==> config.mk <==
export PLATFORM = sky130hd
export DESIGN_NAME = qword_ls_unit
export DESIGN_NICKNAME = d
export VERILOG_FILES = /design/src/rtl/qls_pkg.sv /design/src/rtl/qls_decode.sv /design/src/rtl/qls_agen.sv /design/src/rtl/qls_seq.sv /design/src/rtl/qword_ls_unit.sv
export SDC_FILE = /design/constraint.sdc
export NUM_CORES = 1
export LEC_CHECK = 0
export BUFFER_PORTS_ARGS = -buffer_cell sky130_fd_sc_hd__buf_2
export CAP_MARGIN = 20
export CORE_AREA = 8 8 273 275
export CTS_CLUSTER_SIZE = 14
export DETAILED_ROUTE_END_ITERATION = 7
export DIE_AREA = 0 0 281 283
export PLACE_DENSITY_LB_ADDON = 0.12
export SLEW_MARGIN = 25
export SYNTH_ARGS = -nofsm -noshare
export SYNTH_HDL_FRONTEND = slang
export SYNTH_HIERARCHICAL = 1
export SYNTH_SLANG_ARGS = --single-unit
==> constraint.sdc <==
create_clock -name clk -period 5.4 [get_ports clk]
set_clock_uncertainty 0.15 [all_clocks]
set_input_delay 1.08 -clock clk [delete_from_list [all_inputs] [get_ports clk]]
set_output_delay 1.08 -clock clk [all_outputs]
set_load 0.05 [all_outputs]
==> src/rtl/qls_pkg.sv <==
// Shared definitions for the quad-word load/store sequencer.
// Assumes the fixed 32-bit instruction format of the paired load/store group.
package qls_pkg;
    localparam logic [5:0] OPC_LOAD_GRP  = 6'b110010;
    localparam logic [5:0] OPC_STORE_GRP = 6'b111010;

    typedef enum logic [1:0] {
        SEQ_IDLE,
        SEQ_ACCESS_LO,
        SEQ_ACCESS_HI,
        SEQ_DONE
    } seq_state_t;

    typedef struct packed {
        logic       in_group;
        logic       is_store;
        logic       is_fp;
        logic       illegal;
        logic [4:0] idx_a;
        logic [4:0] idx_b;
        logic [8:0] off_field;
    } qls_dec_t;
endpackage

==> src/rtl/qls_decode.sv <==
// Instruction decoder for the paired load/store group.
// Pure combinational logic. It reports group membership, direction, register
// file and legality. The caller is responsible for qualifying with instr_valid.
module qls_decode
    import qls_pkg::*;
(
    input  logic [31:0] instr,
    output qls_dec_t    dec
);
    logic [5:0] major;
    logic [1:0] sel;

    // Split the opcode fields and classify the word.
    always_comb begin
        major         = instr[31:26];
        sel           = {instr[15], instr[5]};
        dec.in_group  = (major == OPC_LOAD_GRP) || (major == OPC_STORE_GRP);
        dec.is_store  = (major == OPC_STORE_GRP);
        dec.is_fp     = (sel == 2'b11);
        dec.illegal   = dec.in_group && (sel[0] == 1'b0);
        dec.idx_a     = instr[20:16];
        dec.idx_b     = instr[4:0];
        dec.off_field = instr[14:6];
    end
endmodule

==> src/rtl/qls_agen.sv <==
// Address generator. It sign-extends the packed offset field, scales it, adds
// the base, and gives the two doubleword addresses of the pair.
// Assumes no alignment checking; addresses wrap at AW bits.
module qls_agen #(
    parameter int AW        = 64,
    parameter int OFF_W     = 9,
    parameter int OFF_SHIFT = 4,
    parameter int STEP      = 8
) (
    input  logic [AW-1:0]    base,
    input  logic [OFF_W-1:0] off_field,
    output logic [AW-1:0]    addr_lo,
    output logic [AW-1:0]    addr_hi
);
    localparam logic [AW-1:0] STEP_V = AW'(STEP);

    logic [AW-1:0] off_ext;

    // Sign-extend, scale and add the offset to the base.
    always_comb begin
        off_ext = {{(AW-OFF_W){off_field[OFF_W-1]}}, off_field} << OFF_SHIFT;
        addr_lo = base + off_ext;
        addr_hi = addr_lo + STEP_V;
    end
endmodule

==> src/rtl/qls_seq.sv <==
// Access sequencer. It accepts one decoded instruction while idle, raises
// exceptions for illegal or disabled forms, then issues the low and high
// accesses and performs the load write-back in SEQ_DONE.
// Assumes the memory holds each request until mem_ack; mem_rdata is valid with mem_ack.
module qls_seq
    import qls_pkg::*;
#(
    parameter int XLEN  = 64,
    parameter int IDX_W = 5
) (
    input  logic              clk,
    input  logic              rst_n,
    input  logic              instr_valid,
    input  qls_dec_t          dec,
    input  logic              cop1_en,
    input  logic [XLEN-1:0]   addr_lo_in,
    input  logic [XLEN-1:0]   addr_hi_in,
    input  logic [XLEN-1:0]   st_data_a,
    input  logic [XLEN-1:0]   st_data_b,
    output logic              busy,
    output logic              exc_reserved,
    output logic              exc_cop_unusable,
    output logic              mem_req,
    output logic              mem_we,
    output logic [XLEN-1:0]   mem_addr,
    output logic [XLEN-1:0]   mem_wdata,
    output logic [XLEN/8-1:0] mem_strb,
    input  logic              mem_ack,
    input  logic [XLEN-1:0]   mem_rdata,
    output logic              wb_int,
    output logic              wb_fp,
    output logic [IDX_W-1:0]  wb_idx_a,
    output logic [IDX_W-1:0]  wb_idx_b,
    output logic [XLEN-1:0]   wb_data_a,
    output logic [XLEN-1:0]   wb_data_b
);
    localparam int SW = XLEN / 8;

    seq_state_t       state;
    logic             r_store;
    logic             r_fp;
    logic [IDX_W-1:0] r_idx_a;
    logic [IDX_W-1:0] r_idx_b;
    logic [XLEN-1:0]  r_addr_lo;
    logic [XLEN-1:0]  r_addr_hi;
    logic [XLEN-1:0]  buf_a;
    logic [XLEN-1:0]  buf_b;
    logic             accept;
    logic             cop_block;
    logic             start;

    // Decide whether the presented word is taken and whether it may run.
    always_comb begin
        accept    = instr_valid && dec.in_group && (state == SEQ_IDLE);
        cop_block = dec.is_fp && !cop1_en;
        start     = accept && !dec.illegal && !cop_block;
    end

    // State, captured operands and exception pulses.
    always_ff @(posedge clk) begin
        if (!rst_n) begin
            state            <= SEQ_IDLE;
            r_store          <= 1'b0;
            r_fp             <= 1'b0;
            r_idx_a          <= '0;
            r_idx_b          <= '0;
            r_addr_lo        <= '0;
            r_addr_hi        <= '0;
            buf_a            <= '0;
            buf_b            <= '0;
            exc_reserved     <= 1'b0;
            exc_cop_unusable <= 1'b0;
        end else begin
            exc_reserved     <= accept && dec.illegal;
            exc_cop_unusable <= accept && !dec.illegal && cop_block;
            unique case (state)
                SEQ_IDLE: begin
                    if (start) begin
                        state     <= SEQ_ACCESS_LO;
                        r_store   <= dec.is_store;
                        r_fp      <= dec.is_fp;
                        r_idx_a   <= dec.idx_a;
                        r_idx_b   <= dec.idx_b;
                        r_addr_lo <= addr_lo_in;
                        r_addr_hi <= addr_hi_in;
                        buf_a     <= st_data_a;
                        buf_b     <= st_data_b;
                    end
                end
                SEQ_ACCESS_LO: begin
                    if (mem_ack) begin
                        state <= SEQ_ACCESS_HI;
                        if (!r_store) buf_a <= mem_rdata;
                    end
                end
                SEQ_ACCESS_HI: begin
                    if (mem_ack) begin
                        state <= SEQ_DONE;
                        if (!r_store) buf_b <= mem_rdata;
                    end
                end
                SEQ_DONE: state <= SEQ_IDLE;
                default:  state <= SEQ_IDLE;
            endcase
        end
    end

    // Drive the memory port from the current access state.
    always_comb begin
        mem_req   = (state == SEQ_ACCESS_LO) || (state == SEQ_ACCESS_HI);
        mem_we    = mem_req && r_store;
        mem_addr  = (state == SEQ_ACCESS_HI) ? r_addr_hi : r_addr_lo;
        mem_wdata = (state == SEQ_ACCESS_HI) ? buf_b : buf_a;
        mem_strb  = mem_we ? {SW{1'b1}} : {SW{1'b0}};
    end

    // Drive the write-back lanes and busy.
    always_comb begin
        busy      = (state != SEQ_IDLE);
        wb_int    = (state == SEQ_DONE) && !r_store && !r_fp;
        wb_fp     = (state == SEQ_DONE) && !r_store && r_fp;
        wb_idx_a  = r_idx_a;
        wb_idx_b  = r_idx_b;
        wb_data_a = buf_a;
        wb_data_b = buf_b;
    end

    // a pending access holds still until acknowledged.
    assert_hold_until_ack_R8: assert property (@(posedge clk) disable iff (!rst_n)
        (mem_req && !mem_ack) |=> (mem_req && $stable(mem_addr) && $stable(mem_we) && $stable(mem_wdata)));

    // write-back only in the cycle following the last acknowledge.
    assert_wb_after_reads_R9: assert property (@(posedge clk) disable iff (!rst_n)
        (wb_int || wb_fp) |-> $past(mem_ack));

    // at most one register file written at a time.
    assert_single_file_R5: assert property (@(posedge clk) disable iff (!rst_n)
        $onehot0({wb_int, wb_fp}));

    // the two exceptions are exclusive.
    assert_exc_exclusive_R2: assert property (@(posedge clk) disable iff (!rst_n)
        !(exc_reserved && exc_cop_unusable));

    // an exception pulse is never accompanied by or followed by an access.
    assert_exc_no_access_R3: assert property (@(posedge clk) disable iff (!rst_n)
        (exc_reserved || exc_cop_unusable) |-> (!mem_req && !busy));

    // busy rises together with the first access.
    assert_busy_starts_access_R7: assert property (@(posedge clk) disable iff (!rst_n)
        $rose(busy) |-> (mem_req && $past(instr_valid)));
endmodule

==> src/rtl/qword_ls_unit.sv <==
// Top of the quad-word load/store sequencer. It ties the decoder and the
// address generator to the access sequencer and fans the write-back lanes
// out to the integer and floating-point write ports.
// Assumes the issue stage holds base and store operands stable while instr_valid is high.
module qword_ls_unit
    import qls_pkg::*;
#(
    parameter int XLEN  = 64,
    parameter int IDX_W = 5
) (
    input  logic              clk,
    input  logic              rst_n,
    input  logic              instr_valid,
    input  logic [31:0]       instr_word,
    input  logic [XLEN-1:0]   base_val,
    input  logic              cop1_en,
    input  logic [XLEN-1:0]   st_data_a,
    input  logic [XLEN-1:0]   st_data_b,
    output logic              busy,
    output logic              exc_reserved,
    output logic              exc_cop_unusable,
    output logic              mem_req,
    output logic              mem_we,
    output logic [XLEN-1:0]   mem_addr,
    output logic [XLEN-1:0]   mem_wdata,
    output logic [XLEN/8-1:0] mem_strb,
    input  logic              mem_ack,
    input  logic [XLEN-1:0]   mem_rdata,
    output logic              gpr_we,
    output logic [IDX_W-1:0]  gpr_idx_a,
    output logic [XLEN-1:0]   gpr_data_a,
    output logic [IDX_W-1:0]  gpr_idx_b,
    output logic [XLEN-1:0]   gpr_data_b,
    output logic              fpr_we,
    output logic [IDX_W-1:0]  fpr_idx_a,
    output logic [XLEN-1:0]   fpr_data_a,
    output logic [IDX_W-1:0]  fpr_idx_b,
    output logic [XLEN-1:0]   fpr_data_b
);
    localparam int OFF_W     = 9;
    localparam int OFF_SHIFT = 4;
    localparam int STEP      = XLEN / 8;

    qls_dec_t         dec;
    logic [XLEN-1:0]  addr_lo;
    logic [XLEN-1:0]  addr_hi;
    logic             wb_int;
    logic             wb_fp;
    logic [IDX_W-1:0] wb_idx_a;
    logic [IDX_W-1:0] wb_idx_b;
    logic [XLEN-1:0]  wb_data_a;
    logic [XLEN-1:0]  wb_data_b;

    qls_decode u_decode (
        .instr (instr_word),
        .dec   (dec)
    );

    qls_agen #(
        .AW        (XLEN),
        .OFF_W     (OFF_W),
        .OFF_SHIFT (OFF_SHIFT),
        .STEP      (STEP)
    ) u_agen (
        .base      (base_val),
        .off_field (dec.off_field),
        .addr_lo   (addr_lo),
        .addr_hi   (addr_hi)
    );

    qls_seq #(
        .XLEN  (XLEN),
        .IDX_W (IDX_W)
    ) u_seq (
        .clk              (clk),
        .rst_n            (rst_n),
        .instr_valid      (instr_valid),
        .dec              (dec),
        .cop1_en          (cop1_en),
        .addr_lo_in       (addr_lo),
        .addr_hi_in       (addr_hi),
        .st_data_a        (st_data_a),
        .st_data_b        (st_data_b),
        .busy             (busy),
        .exc_reserved     (exc_reserved),
        .exc_cop_unusable (exc_cop_unusable),
        .mem_req          (mem_req),
        .mem_we           (mem_we),
        .mem_addr         (mem_addr),
        .mem_wdata        (mem_wdata),
        .mem_strb         (mem_strb),
        .mem_ack          (mem_ack),
        .mem_rdata        (mem_rdata),
        .wb_int           (wb_int),
        .wb_fp            (wb_fp),
        .wb_idx_a         (wb_idx_a),
        .wb_idx_b         (wb_idx_b),
        .wb_data_a        (wb_data_a),
        .wb_data_b        (wb_data_b)
    );

    // Fan the write-back lanes out to both register-file ports.
    always_comb begin
        gpr_we     = wb_int;
        gpr_idx_a  = wb_idx_a;
        gpr_idx_b  = wb_idx_b;
        gpr_data_a = wb_data_a;
        gpr_data_b = wb_data_b;
        fpr_we     = wb_fp;
        fpr_idx_a  = wb_idx_a;
        fpr_idx_b  = wb_idx_b;
        fpr_data_a = wb_data_a;
        fpr_data_b = wb_data_b;
    end
endmodule

Yosys cells after proc, flatten, opt, wreduce, memory -nomap -nowiden. Index checks and enable logic that the tools add are counted.

Add/sub/neg operators: 2. Equality and inequality tests: 11. Multiplexer cells: 13. Bitwise operators: 1. Reductions and logical operators: 27.

Operator list (count): $mux W64 (6); $pmux W64 S2 (2); $add A64 B4 Y64 const B (1); $add A64 B64 Y64 (1); $eq A6 B6 Y1 const B (2); $logic_and A1 B1 Y1 (12); $mux W8 (1); $ne A2 B2 Y1 const B (4); $pmux W2 S4 (1); $reduce_and A4 Y1 (2); $eq A2 B2 Y1 const B (3); $mux W2 (3); $reduce_bool A2 Y1 (3); $logic_not A1 Y1 (5); $reduce_and A3 Y1 (1); $eq A2 B1 Y1 const B (1); $logic_not A2 Y1 (1); $logic_or A1 B1 Y1 (2); $ne A2 B1 Y1 const B (1); $reduce_and A2 Y1 (1); $not A1 Y1 (1).

Register bits: 272. Input port bits: 293. Output and inout bits: 419. Word-level logic and storage cells: 65.

Depth between registers and ports, before layout. Gate-level depths: netlist of run 1.

Depth after elaboration: 8. Depth in mapped cells: 19. Mapped depth without buffers: 16.

By module. Netlist of run 1, hierarchy kept.

By module, submodules not included: qls_seq (instances 1, cells an instance 1317, area each 12798.5 um^2, sequential area each 5445.2 um^2); qls_agen (instances 1, cells an instance 827, area each 5505.3 um^2, sequential area each 0.0 um^2); qword_ls_unit (instances 1, cells an instance 138, area each 1036.0 um^2, sequential area each 0.0 um^2); qls_decode (instances 1, cells an instance 24, area each 193.9 um^2, sequential area each 0.0 um^2).

Least setup slack after synthesis of run 1. OpenSTA, ideal clock, no wires.

Path kind: input port to flip-flop. Start: input port instr_word[14]. End: register u_seq.r_addr_hi[48]. Library setup time: 0.070 ns. Arrival time: 4.801 ns. Required time: 5.180 ns. Setup slack: 0.379 ns. Stages: 17. Buffers on the path: 3. Path through: buf_4 -> ha_1 -> buf_2 -> a21oi_1 -> o21ai_0 -> a221oi_1 -> nor2_1 -> a211oi_1 -> xnor2_1 -> or4bb_1 -> nor4_2 -> and2_1 -> buf_4 -> or4b_1 -> xnor2_1 -> nand2_1 -> a21boi_1.

Longest elaborated chain between the ends: 2.

Ends and longest elaborated chain: from (decl) (RTL line qword_ls_unit.sv:14) `input logic [31:0] instr_word,`; $add A64 B64 Y64 (RTL line qls_agen.sv:22) `addr_lo = base + off_ext;`; named net addr_lo[41] (RTL line qword_ls_unit.sv:45) `logic [XLEN-1:0] addr_lo;`; $add A64 B4 Y64 (RTL line qls_agen.sv:23) `addr_hi = addr_lo + STEP_V;`; named net addr_hi[48] (RTL line qword_ls_unit.sv:46) `logic [XLEN-1:0] addr_hi;`; to (signal assigned) (RTL line qls_seq.sv:85) `r_addr_hi <= addr_hi_in;`; to (decl) (RTL line qls_seq.sv:45) `logic [XLEN-1:0] r_addr_hi;`.

The timed path passes the listed nets, and every way through them passes these cells. A chain may end at the register's enable or synchronous reset.

Worst setup path in the final report of run 1.
Start: input port instr_word[14]. End: register u_seq.r_addr_hi[63].

Same word-level chain as after synthesis.

==> metrics.yaml, run 1 <==
cts_root_buf: "clkbuf_16"
buffer_ports.inserted: 706
critical-path-max-stage-delay_ns: 0.37
drv.max_cap_violation_count: 0
worst_pin_slew_ns: 0.9787
type_of_the_worst_setup_path: "in2reg"
detailedRoute.firstIterationViolations: 1253
cts_h_tree_lvls: 2
clkPwrFrac_pct: 19.5
internal_power_mw: 5.556
worst_ep_arrival_time_ns: 5.38
run_status: "finished clean"
clock-sinks: 272
drc_errors: 0
grt_usage_pct: 23.79
die_area_um2: 79520
antenna_left: 0
worst-endpoint-required_ns: 5.72
cp_slowest_cell: "ha_1"
worst-path-max-fanout: 16
xor_and_xnor_fraction_of_the_mapped_netlist_area_pct: 4.990
final_weighted_congestion_in_routability_driven_placement: 0.9289
yosys_warnings: 6
synth_flop_cell: "dfxtp_1"
setup.worst_path.start: "instr_word[14]"
route.vias.total: 20224
grt_first_pass_wirelength_um: 142300
height_of_the_die_um: 283
cp-start-kind: "primary input"
std_cell_rows: 98
synthToLayoutAreaGrowth_pct: 33.40
tritoncts.num_buffers: 35
netlist-cell-type-count: 91
final_layout_size_suffix_gt1_share_pct: 41.14
number_of_global_route_vias_before_repair: 20000
final_max_slew_viol_count: 0
maxClockFrequency_mhz: 197.8
mappedNetlistArea_um2: 19530
endpoint_kind: "flip-flop"
combinational_family_with_the_most_area_after_synthesis: "compound AO/OA/AOI/OAI gates"
postSynth.asyncResetShare_pct: 0
syn_inst_count: 2306
final.fill_count: 7453
p_comb_share_pct: 56.7
power.density_nw_per_um2: 452.5
final_nets: 3402
synth-compound-area-share_pct: 24.14
clock_pin_transition_on_the_worst_setup_and_hold_timing_paths_ns: 0.06
report.final.hold_viol_count: 0
postSynthNetCount: 2665
timing.critical_path.mode_cell: "buf_4"
core_region_area_um2: 70510
yosysSeqAreaShare_pct: 27.88
crit_path_cell_trace: "clkbuf_4 -> buf_12 -> buf_12 -> ha_1 -> a21oi_1 -> buf_4 -> o21ai_0 -> a21oi_1 -> o21ai_0 -> a21o_1 -> a311oi_2 -> buf_4 -> nand4b_1 -> nor4_4 -> nand4_1 -> nor4_1 -> buf_4 -> xor2_1 -> nand2_1 -> a21boi_1"
rsz0062_at_grt: "false"
synth-edff-count: 0
count_of_pins_on_the_block_boundary: 712
static_leakage_power_nw: 12.45
origin_of_the_critical_flop_to_flop_path: "u_seq/state[1]"
netSwitchingPower_mw: 6.235
latest_clock_arrival_within_the_worst_skew_pair_ns: 0.54
synth_adder_area_share_pct: 4.266
cts_tree: "built"
timing.hold.ws_ns: 0.2992
post_synth_mux_area_share_pct: 10.98
post_cts_hold_buffer_count: 0
synth_simple_gate_area_share_pct: 16.85
synthesis.area_per_instance_um2: 8.471
cts_max_path_bufs: 3
die_width_um: 281
register_share_of_total_power_pct: 23.8
worst_slew_margin_rel_pct: 34.50
place.detailed.hpwl_um: 82300
timing.final.setup_violations: 0
worstHoldPathType: "reg2reg"
post-route-period-util_pct: 93.62
detail_route.first_pass.iterations: 5
globalRoute.totalOverflow: 0
start_util_pct: 27.71
route.detailed.wl_per_inst_um: 24.86
timing.final.crit_period_ns: 5.055
power.switching_fraction_pct: 52.88
synth-seq-cells: 272
totalNegativeSetupSlack_ns: 0
drt-vias-per-instance: 5.006
power.ir.vdd_worst_mv: 0.4067
hold_start: "u_seq/r_addr_hi[34]"
grt_start_max_net_pins: 140
routed_wirelength_um: 100400
antenna_found_initial: 42
==> per-stage QoR <==
stage | instance area, um^2 | cells | worst slack, ns | total power, mW | utilization, %
after floorplan | 19530 | 2306 | 0.3789 | 7.786 | -
after global placement | 24880 | 3956 | -0.4296 | 9.515 | 35.29
after detailed placement | 24880 | 3956 | -0.3437 | 9.538 | 35.29
after CTS | 25970 | 4015 | 0.1748 | 11.90 | 36.83
after global routing | 26020 | 4024 | 0.03104 | 12.27 | 36.90
final | 26060 | 4040 | 0.3446 | 11.79 | 36.96
==> cell type report <==
type                    count  area (um^2)  share of cell area, %
diodes                     25        62.56                 0.2401
clock buffers              51        945.9                  3.630
clock inverters             8        143.9                 0.5522
inverters                  29        108.9                 0.4177
multi-input cells        1674        12060                  46.26
flip-flops and latches    272         5445                  20.90
well taps                 950         1189                  4.562
repair buffers           1031         6107                  23.44
==> power groups by stage <==
stage,clock network (mW),registers (mW),logic (mW)
finish,2.30,2.80,6.69
global route,2.46,2.84,6.98
CTS,2.39,2.79,6.72
detailed placement,0,2.84,6.70
global placement,0,2.81,6.70
floorplan,0,3.73,4.06
==> critical path: cells and delay by family <==
family | cells | cell delay (ns)
buf+inv | 6 | 1.05
simple gates | 5 | 1.18
fa+ha+maj | 1 | 0.37
compound gates | 7 | 1.55
xor+xnor | 1 | 0.14
==> cell families after synthesis <==
family	after synthesis
buffers and inverters	360
and+or+nand+nor	703
adders and majority gates	66
DFF	272
xor gates and xnor gates	104
muxes	198
AOI/OAI and AO/OA	603
==> cell usage after synthesis, types with 68 or more instances <==
master	count	share of area, %
xnor2_1	71	3.2
nor2_1	72	1.4
a21oi_1	95	2.4
nand2_1	389	7.5
clkbuf_1	71	1.4
mux2i_1	68	3.5
a21boi_1	142	5.5
nand3_1	102	2.6
buf_2	72	1.8
dfxtp_1	272	28
mux2_2	130	7.5
buf_4	183	7.0
==> sequential cells by signal, indices dropped and copies added (netlist names) <==
name / flops
u_seq/wb_idx_a: 5
u_seq/r_addr_lo: 64
u_seq/wb_data_b: 64
u_seq/wb_data_a: 64
u_seq/state: 2
u_seq/exc_reserved: 1
u_seq/exc_cop_unusable: 1
u_seq/r_fp: 1
u_seq/wb_idx_b: 5
u_seq/r_store: 1
u_seq/r_addr_hi: 64
==> layer usage <==
layer  vias up  global-route usage [%]  share of wire (%)
met1      9811                   31.39                 44
met3       120                   4.965                7.5
met2       587                   38.66                 46
li1       9694                       -                  -
met4        12                   7.147                2.7
met5         -                       0              0.067
==> layout by cell type (no fill, tap or decap), types with 21 or more instances in the layout <==
master and count:
buf_2 704, nand2_1 388, buf_4 315, dfxtp_1 272
a21boi_1 141, mux2_2 130, nand3_1 102, a21oi_1 95
nor2_1 71, xnor2_1 71, mux2i_1 68, ha_1 64
o22a_1 64, o221a_1 64, o211a_1 64, o21ai_0 49
clkbuf_16 35, inv_1 29, nand4_1 28, xor2_1 26
diode_2 25, a21o_1 21
==> worst paths after layout <==
path	depth (start not counted)	slack [ns]	to
min	2	0.30	u_seq/r_addr_hi[34]
min reg2reg	2	0.30	u_seq/r_addr_hi[34]
max reg2reg	7	2.60	u_seq/wb_data_a[10]
max	20	0.34	u_seq/r_addr_hi[63]
==> repair_timing <==
item	CTS	global route
setup buffers	0	0
endpoints found under the hold margin	0	0
endpoints found under the setup margin	0	8
gates resized for setup	0	5
No activity file was read; power rests on OpenSTA's default activity.
==> inputs of run 2 (changes only) <==
- CELL_PAD_IN_SITES_DETAIL_PLACEMENT: unset -> 2
- CELL_PAD_IN_SITES_GLOBAL_PLACEMENT: unset -> 2
- CORE_AREA: 8 8 273 275 -> unset
- CORE_MARGIN: unset -> 8
- CORE_UTILIZATION: unset -> 29
- DIE_AREA: 0 0 281 283 -> unset
==> run 2 against run 1 <==
  * Sequential power hardly changed
  * Clock-buffer cell count fell by 10
  * Flip-flop and latch count did not move
  * Register-to-register slack worse by 0.73 ns
  * Sequential share of layout area grew 0.88 points
  * Global-route usage grew 3.3 points
  * Hold slack gained 0.0074 ns
  * Non-clock buffer count decreased by 120
  * Combinational power is essentially flat
  * Power barely moved
  * First-iteration DRC count shrank 33%
==> metrics.yaml, run 2 (same netlist as run 1, synthesis figures left out) <==
timing.hold.ws_ns: 0.3066  # was 0.2992 ns
worst-path-max-fanout: 19  # was 16
origin_of_the_critical_flop_to_flop_path: "u_seq/state[0]"  # was u_seq/state[1]
grt_first_pass_wirelength_um: 153300  # was 142300 um
tritoncts.num_buffers: 30  # was 35
reg2reg_depth: 8  # was 7
crit_path_cell_trace: "buf_2 -> buf_12 -> buf_12 -> ha_1 -> buf_4 -> a21oi_1 -> o21a_1 -> o221ai_1 -> o21ai_0 -> buf_4 -> nand4_1 -> or4bb_1 -> nor4_2 -> and2_1 -> or4b_1 -> xnor2_1 -> nand2_1 -> a21boi_1"  # was clkbuf_4 -> buf_12 -> buf_12 -> ha_1 -> a21oi_1 -> buf_4 -> o21ai_0 -> a21oi_1 -> o21ai_0 -> a21o_1 -> a311oi_2 -> buf_4 -> nand4b_1 -> nor4_4 -> nand4_1 -> nor4_1 -> buf_4 -> xor2_1 -> nand2_1 -> a21boi_1
antenna_found_initial: 48  # was 42
cts_root_buf: "clkbuf_16"  # unchanged
timing.final.crit_period_ns: 4.897  # was 5.055 ns
globalRoute.totalOverflow: 0  # unchanged
cts_h_tree_lvls: 1  # was 2
type_of_the_worst_setup_path: "in2reg"  # unchanged
core_region_area_um2: 66920  # was 70510 um^2
run_status: "finished clean"  # unchanged
detailedRoute.firstIterationViolations: 845  # was 1253
final_area_um2: 25010  # was 26060 um^2
antenna_left: 0  # unchanged
post-route-period-util_pct: 90.68  # was 93.62%
critical_path.endpoint: "u_seq/r_addr_hi[48]"  # was u_seq/r_addr_hi[63]
number_of_global_route_vias_before_repair: 21880  # was 20000
timing.final.setup_violations: 0  # unchanged
synthToLayoutAreaGrowth_pct: 28.02  # was 33.40%
start_util_pct: 29.19  # was 27.71%
worst_pin_slew_ns: 0.9779  # was 0.9787 ns
worst-path-buf-inv: 5  # was 6
totalNegativeSetupSlack_ns: 0  # unchanged
drt-vias-per-instance: 5.316  # was 5.006
final_layout_size_suffix_gt1_share_pct: 38.99  # was 41.14%
drv.max_cap_violation_count: 0  # unchanged
routed_wirelength_um: 108600  # was 100400 um
buffer_ports.inserted: 706  # unchanged
die_area_um2: 75920  # was 79520 um^2
final_max_slew_viol_count: 0  # unchanged
clock-sinks: 272  # unchanged
latest_clock_arrival_within_the_worst_skew_pair_ns: 0.57  # was 0.54 ns
worst_ep_arrival_time_ns: 5.24  # was 5.38 ns
cp_slowest_cell: "or4bb_1"  # was ha_1
post_cts_hold_buffer_count: 0  # unchanged
final_cell_mix: "705 x buf_2, 388 x nand2_1, 272 x dfxtp_1"  # was 704 x buf_2, 388 x nand2_1, 315 x buf_4
rsz0062_at_grt: "false"  # unchanged
report.final.hold_viol_count: 0  # unchanged
cts_resized: 0  # unchanged
height_of_the_die_um: 275.5  # was 283 um
worst-path-stages: 18  # was 20
drc_errors: 0  # unchanged
most_common_cell_after_layout_fill_and_taps_aside: "buf_2"  # unchanged
route.vias.total: 20407  # was 20224
cts_tree: "built"  # unchanged
route.detailed.wl_per_inst_um: 28.29  # was 24.86 um
static_leakage_power_nw: 11.87  # was 12.45 nW
cp-start-kind: "primary input"  # unchanged
worst_slew_margin_rel_pct: 34.80  # was 34.50%
final_weighted_congestion_in_routability_driven_placement: 0.9332  # was 0.9289
critical-path-max-stage-delay_ns: 0.58  # was 0.37 ns
power.density_nw_per_um2: 471.5  # was 452.5 nW/um^2
clock_pin_transition_on_the_worst_setup_and_hold_timing_paths_ns: 0.06  # about the same
detail_route.first_pass.iterations: 6  # was 5
die_width_um: 275.5  # was 281 um
place.detailed.hpwl_um: 88970  # was 82300 um
endpoint_kind: "flip-flop"  # unchanged
final.fill_count: 7792  # was 7453
grt_usage_pct: 27.05  # was 23.79%
grt_start_max_net_pins: 121  # was 140
cts_setup_buffers: 0  # unchanged
count_of_pins_on_the_block_boundary: 712  # unchanged
crit_family: "simple AND/OR/NAND/NOR gates"  # was compound AO/OA/AOI/OAI gates
worstHoldPathType: "reg2reg"  # unchanged
maxClockFrequency_mhz: 204.2  # was 197.8 MHz
worst-endpoint-required_ns: 5.74  # was 5.72 ns
power.ir.vdd_worst_mv: 0.2845  # was 0.4067 mV
rr_endpoint: "u_seq/wb_data_b[17]"  # was u_seq/wb_data_a[10]
cts_max_path_bufs: 3  # unchanged
std_cell_rows: 95  # was 98
setup.worst_path.start: "instr_word[14]"  # unchanged
timing.reg2reg.setup_slack_ns: 1.87  # was 2.60 ns
dpl-instance-area_um2: 23850  # was 24880 um^2
final_nets: 3277  # was 3402
==> run 2: changes by cell type in the layout (fill, tap and decap cells not counted), moves of 2 or more <==
cell,delta
clkinv_2,+5
clkbuf_1,-12
clkbuf_16,-4
clkbuf_8,+6
buf_4,-120
clkinv_8,-2
clkinvlp_4,+2
==> run 2: where the power goes <==
part           internal [mW]  switching (mW)  leakage [nW]
sequential              2.34           0.474          2.21
combinational           1.76            4.95          9.14
clock                   1.33           0.929         0.525
total                   5.43            6.36          11.9
==> run 2: how the worst min path moves through the flow <==
| stage | start | to | slack [ns] | cells after the start |
|---|---|---|---|---|
| after detailed placement | u_seq/r_addr_hi[28] | u_seq/r_addr_hi[28] | 0.30 | 2 |
| after floorplan | u_seq/r_addr_hi[0] | u_seq/r_addr_hi[0] | 0.28 | 2 |
| after CTS | u_seq/r_addr_hi[28] | u_seq/r_addr_hi[28] | 0.31 | 2 |
| after global placement | u_seq/r_addr_hi[33] | u_seq/r_addr_hi[33] | 0.29 | 2 |
| after global routing | u_seq/r_addr_lo[29] | u_seq/r_addr_lo[29] | 0.33 | 2 |
| final | u_seq/r_addr_lo[17] | u_seq/r_addr_lo[17] | 0.31 | 2 |
==> run 2: per-stage QoR <==
stage	setup slack (ns)	instances	util [%]	power, mW
3_5_place_dp	-0.04453	3758	35.64	9.575
6_report	0.5032	3839	37.37	11.79
4_1_cts	0.5277	3814	37.25	11.88
5_1_grt	0.2381	3835	37.35	12.25
3_3_place_gp	-0.0006279	3758	35.64	9.468
2_1_floorplan	0.3789	2306	-	7.786
==> run 2: layout make-up <==
| class | instances | area, um^2 | area share (%) |
|---|---|---|---|
| clock buffer | 41 | 883.3 | 3.532 |
| tap | 873 | 1092 | 4.368 |
| multi-input combinational | 1674 | 12020 | 48.08 |
| antenna | 24 | 60.06 | 0.2402 |
| inverter | 29 | 108.9 | 0.4353 |
| clock inverter | 15 | 190.2 | 0.7605 |
| sequential | 272 | 5445 | 21.78 |
| timing repair buffer | 911 | 5204 | 20.81 |
==> run 2: worst register-to-register path, delay by kind of cell (launching register included) <==
kind | cells | cell delay [ns]
and+or+nand+nor | 2 | 0.89
adders and majority gates | 1 | 0.66
DFF | 1 | 0.34
buffers and inverters | 3 | 1.11
AOI/OAI and AO/OA | 2 | 0.33
==> run 2: routing by layer <==
metal / global-route usage (%) / share of wire [%] / vias up
met2: 46.38 / 49 / 577
met1: 33.25 / 42 / 10299
met4: 11.40 / 3.8 / 12
li1: - / - / 9372
met5: 0 / 0.068 / -
met3: 4.512 / 5.4 / 147
==> inputs of run 3 (changes only) <==
- CTS_BUF_LIST: unset -> sky130_fd_sc_hd__clkbuf_16
==> run 3 against run 2 <==
  * Register-to-register slack better by 0.02 ns
  * First-iteration DRC count is 6.7% higher
  * Clock power decreased by 5%
  * Via count shrank 0.27%
  * Combinational power hardly changed
  * Non-clock buffer count unchanged
==> metrics.yaml, run 3 (same netlist as run 1, synthesis figures left out) <==
run_status: "finished clean"  # unchanged
tritoncts.num_buffers: 30  # unchanged
detailedRoute.firstIterationViolations: 902  # was 845
grt_usage_pct: 27.05  # about the same
synthToLayoutAreaGrowth_pct: 27.67  # was 28.02%
worstHoldPathType: "reg2reg"  # unchanged
clkPwrFrac_pct: 18.5  # was 19.2%
final_area_um2: 24940  # was 25010 um^2
cts_root_buf: "clkbuf_16"  # unchanged
drc_errors: 0  # unchanged
routed_wirelength_um: 108500  # was 108600 um
worst-endpoint-required_ns: 5.74  # about the same
std_cell_rows: 95  # unchanged
register_share_of_total_power_pct: 24.1  # was 23.9%
power.density_nw_per_um2: 468.2  # was 471.5 nW/um^2
cp-start-kind: "primary input"  # unchanged
cts_setup_buffers: 0  # unchanged
worst_ep_arrival_time_ns: 5.25  # was 5.24 ns
final_max_slew_viol_count: 0  # unchanged
timing.reg2reg.setup_slack_ns: 1.89  # was 1.87 ns
grt_first_pass_wirelength_um: 153300  # about the same
timing.final.crit_period_ns: 4.906  # was 4.897 ns
cts_h_tree_lvls: 1  # unchanged
p_comb_share_pct: 57.5  # was 56.9%
final_nets: 3277  # unchanged
number_of_global_route_vias_before_repair: 21899  # was 21880
critical_path.endpoint: "u_seq/r_addr_hi[48]"  # unchanged
layout.cells.non_filler: 3840  # was 3839
cts_resized: 0  # unchanged
grt_start_max_net_pins: 121  # unchanged
timing.final.setup_violations: 0  # unchanged
report.final.hold_viol_count: 0  # unchanged
power.ir.vdd_worst_mv: 0.2845  # about the same
rsz0062_at_grt: "false"  # unchanged
cts_max_path_bufs: 3  # unchanged
most_common_cell_after_layout_fill_and_taps_aside: "buf_2"  # unchanged
area_used_by_multi_input_combinational_logic_um2: 12020  # unchanged
count_of_pins_on_the_block_boundary: 712  # unchanged
start_util_pct: 29.19  # unchanged
dpl.cell_count: 3758  # unchanged
clock_pin_transition_on_the_worst_setup_and_hold_timing_paths_ns: 0.06  # about the same
worst_pin_slew_ns: 0.9795  # was 0.9779 ns
core_region_area_um2: 66920  # unchanged
internal_power_mw: 5.329  # was 5.434 mW
final_layout_size_suffix_gt1_share_pct: 38.75  # was 38.99%
buffer_ports.inserted: 706  # unchanged
height_of_the_die_um: 275.5  # unchanged
place.detailed.hpwl_um: 88970  # unchanged
die_width_um: 275.5  # unchanged
seq_area_um2: 5445  # unchanged
antenna_found_initial: 49  # was 48
type_of_the_worst_setup_path: "in2reg"  # unchanged
static_leakage_power_nw: 11.84  # was 11.87 nW
dpl-instance-area_um2: 23850  # unchanged
worst-path-max-fanout: 19  # unchanged
final_cell_mix: "705 x buf_2, 388 x nand2_1, 272 x dfxtp_1"  # unchanged
detail_route.first_pass.iterations: 6  # unchanged
drt-vias-per-instance: 5.300  # was 5.316
latest_clock_arrival_within_the_worst_skew_pair_ns: 0.57  # about the same
route.detailed.wl_per_inst_um: 28.25  # was 28.29 um
post-route-period-util_pct: 90.85  # was 90.68%
setup.worst_path.start: "instr_word[14]"  # unchanged
drv.max_cap_violation_count: 0  # unchanged
netSwitchingPower_mw: 6.348  # was 6.356 mW
final.fill_count: 7792  # unchanged
clock-sinks: 272  # unchanged
route.vias.total: 20352  # was 20407
rr_endpoint: "u_seq/wb_data_b[17]"  # unchanged
final_weighted_congestion_in_routability_driven_placement: 0.9332  # unchanged
maxClockFrequency_mhz: 203.8  # was 204.2 MHz
power.switching_fraction_pct: 54.37  # was 53.91%
origin_of_the_critical_flop_to_flop_path: "u_seq/state[0]"  # unchanged
globalRoute.totalOverflow: 0  # unchanged
die_area_um2: 75920  # unchanged
endpoint_kind: "flip-flop"  # unchanged
antenna_left: 0  # unchanged
cts_tree: "built"  # unchanged
reg2reg_depth: 8  # unchanged
hold_start: "u_seq/r_addr_lo[39]"  # was u_seq/r_addr_lo[17]
post_cts_hold_buffer_count: 0  # unchanged
worst_slew_margin_rel_pct: 34.70  # was 34.80%
[run 3: cell types whose count changed in the layout (fill, tap and decap cells not counted)]
cell / delta
clkinv_1: +7
diode_2: +1
clkbuf_1: -3
clkbuf_8: -7
inv_1: +3
[run 3: through the flow]
stage,setup slack [ns],utilization [%],TNS [ns],power (mW),hold WS (ns)
4_1_cts,0.5261,37.14,0,11.77,0.3093
2_1_floorplan,0.3789,-,0,7.786,0.2816
6_report,0.4941,37.27,0,11.68,0.3078
3_5_place_dp,-0.04453,35.64,-0.1443,9.575,0.2999
3_3_place_gp,-0.0006279,35.64,-0.0006279,9.468,0.2867
5_1_grt,0.2360,37.25,0,12.14,0.3264
[run 3: layout make-up]
| type | count | area share, % |
|---|---|---|
| Antenna cell | 25 | 0.2509 |
| Clock buffer | 31 | 3.111 |
| Clock inverter | 25 | 0.9131 |
| Inverter | 29 | 0.4365 |
| Multi-Input combinational cell | 1674 | 48.21 |
| Sequential cell | 272 | 21.83 |
| Tap cell | 873 | 4.380 |
| Timing Repair Buffer | 911 | 20.87 |
[run 3: worst min-delay path by stage]
stage | to | cells after the start
after floorplan | u_seq/r_addr_hi[0] | 2
after global placement | u_seq/r_addr_hi[33] | 2
after detailed placement | u_seq/r_addr_hi[28] | 2
after CTS | u_seq/r_addr_hi[28] | 2
after global routing | u_seq/r_addr_hi[59] | 2
final | u_seq/r_addr_lo[39] | 2
[run 3: power by group through the flow]
stage | clock network [mW] | registers, mW | logic (mW)
4_1_cts | 2.22 | 2.80 | 6.75
3_5_place_dp | 0 | 2.85 | 6.72
5_1_grt | 2.29 | 2.86 | 7.00
6_report | 2.15 | 2.81 | 6.71
3_3_place_gp | 0 | 2.82 | 6.65
2_1_floorplan | 0 | 3.73 | 4.06
[run 3: layer usage]
metal	vias to the layer above	share of wire (%)	GRT usage, %
li1	9374	-	-
met1	10294	42	33.25
met2	529	49	46.40
met3	145	5.1	4.486
met4	10	4.0	11.40
met5	-	0.055	0
[run 3: critical path, cell delays in order]
cell and delay, ns:
buf_2 0.13, buf_12 0.16, buf_12 0.15, ha_1 0.29, buf_4 0.18, a21oi_1 0.22
o21a_1 0.24, o221ai_1 0.25, o21ai_0 0.36, buf_4 0.18, nand4_1 0.11, or4bb_1 0.58
nor4_2 0.19, and2_1 0.23, or4b_1 0.48, xnor2_1 0.16, nand2_1 0.08, a21boi_1 0.17
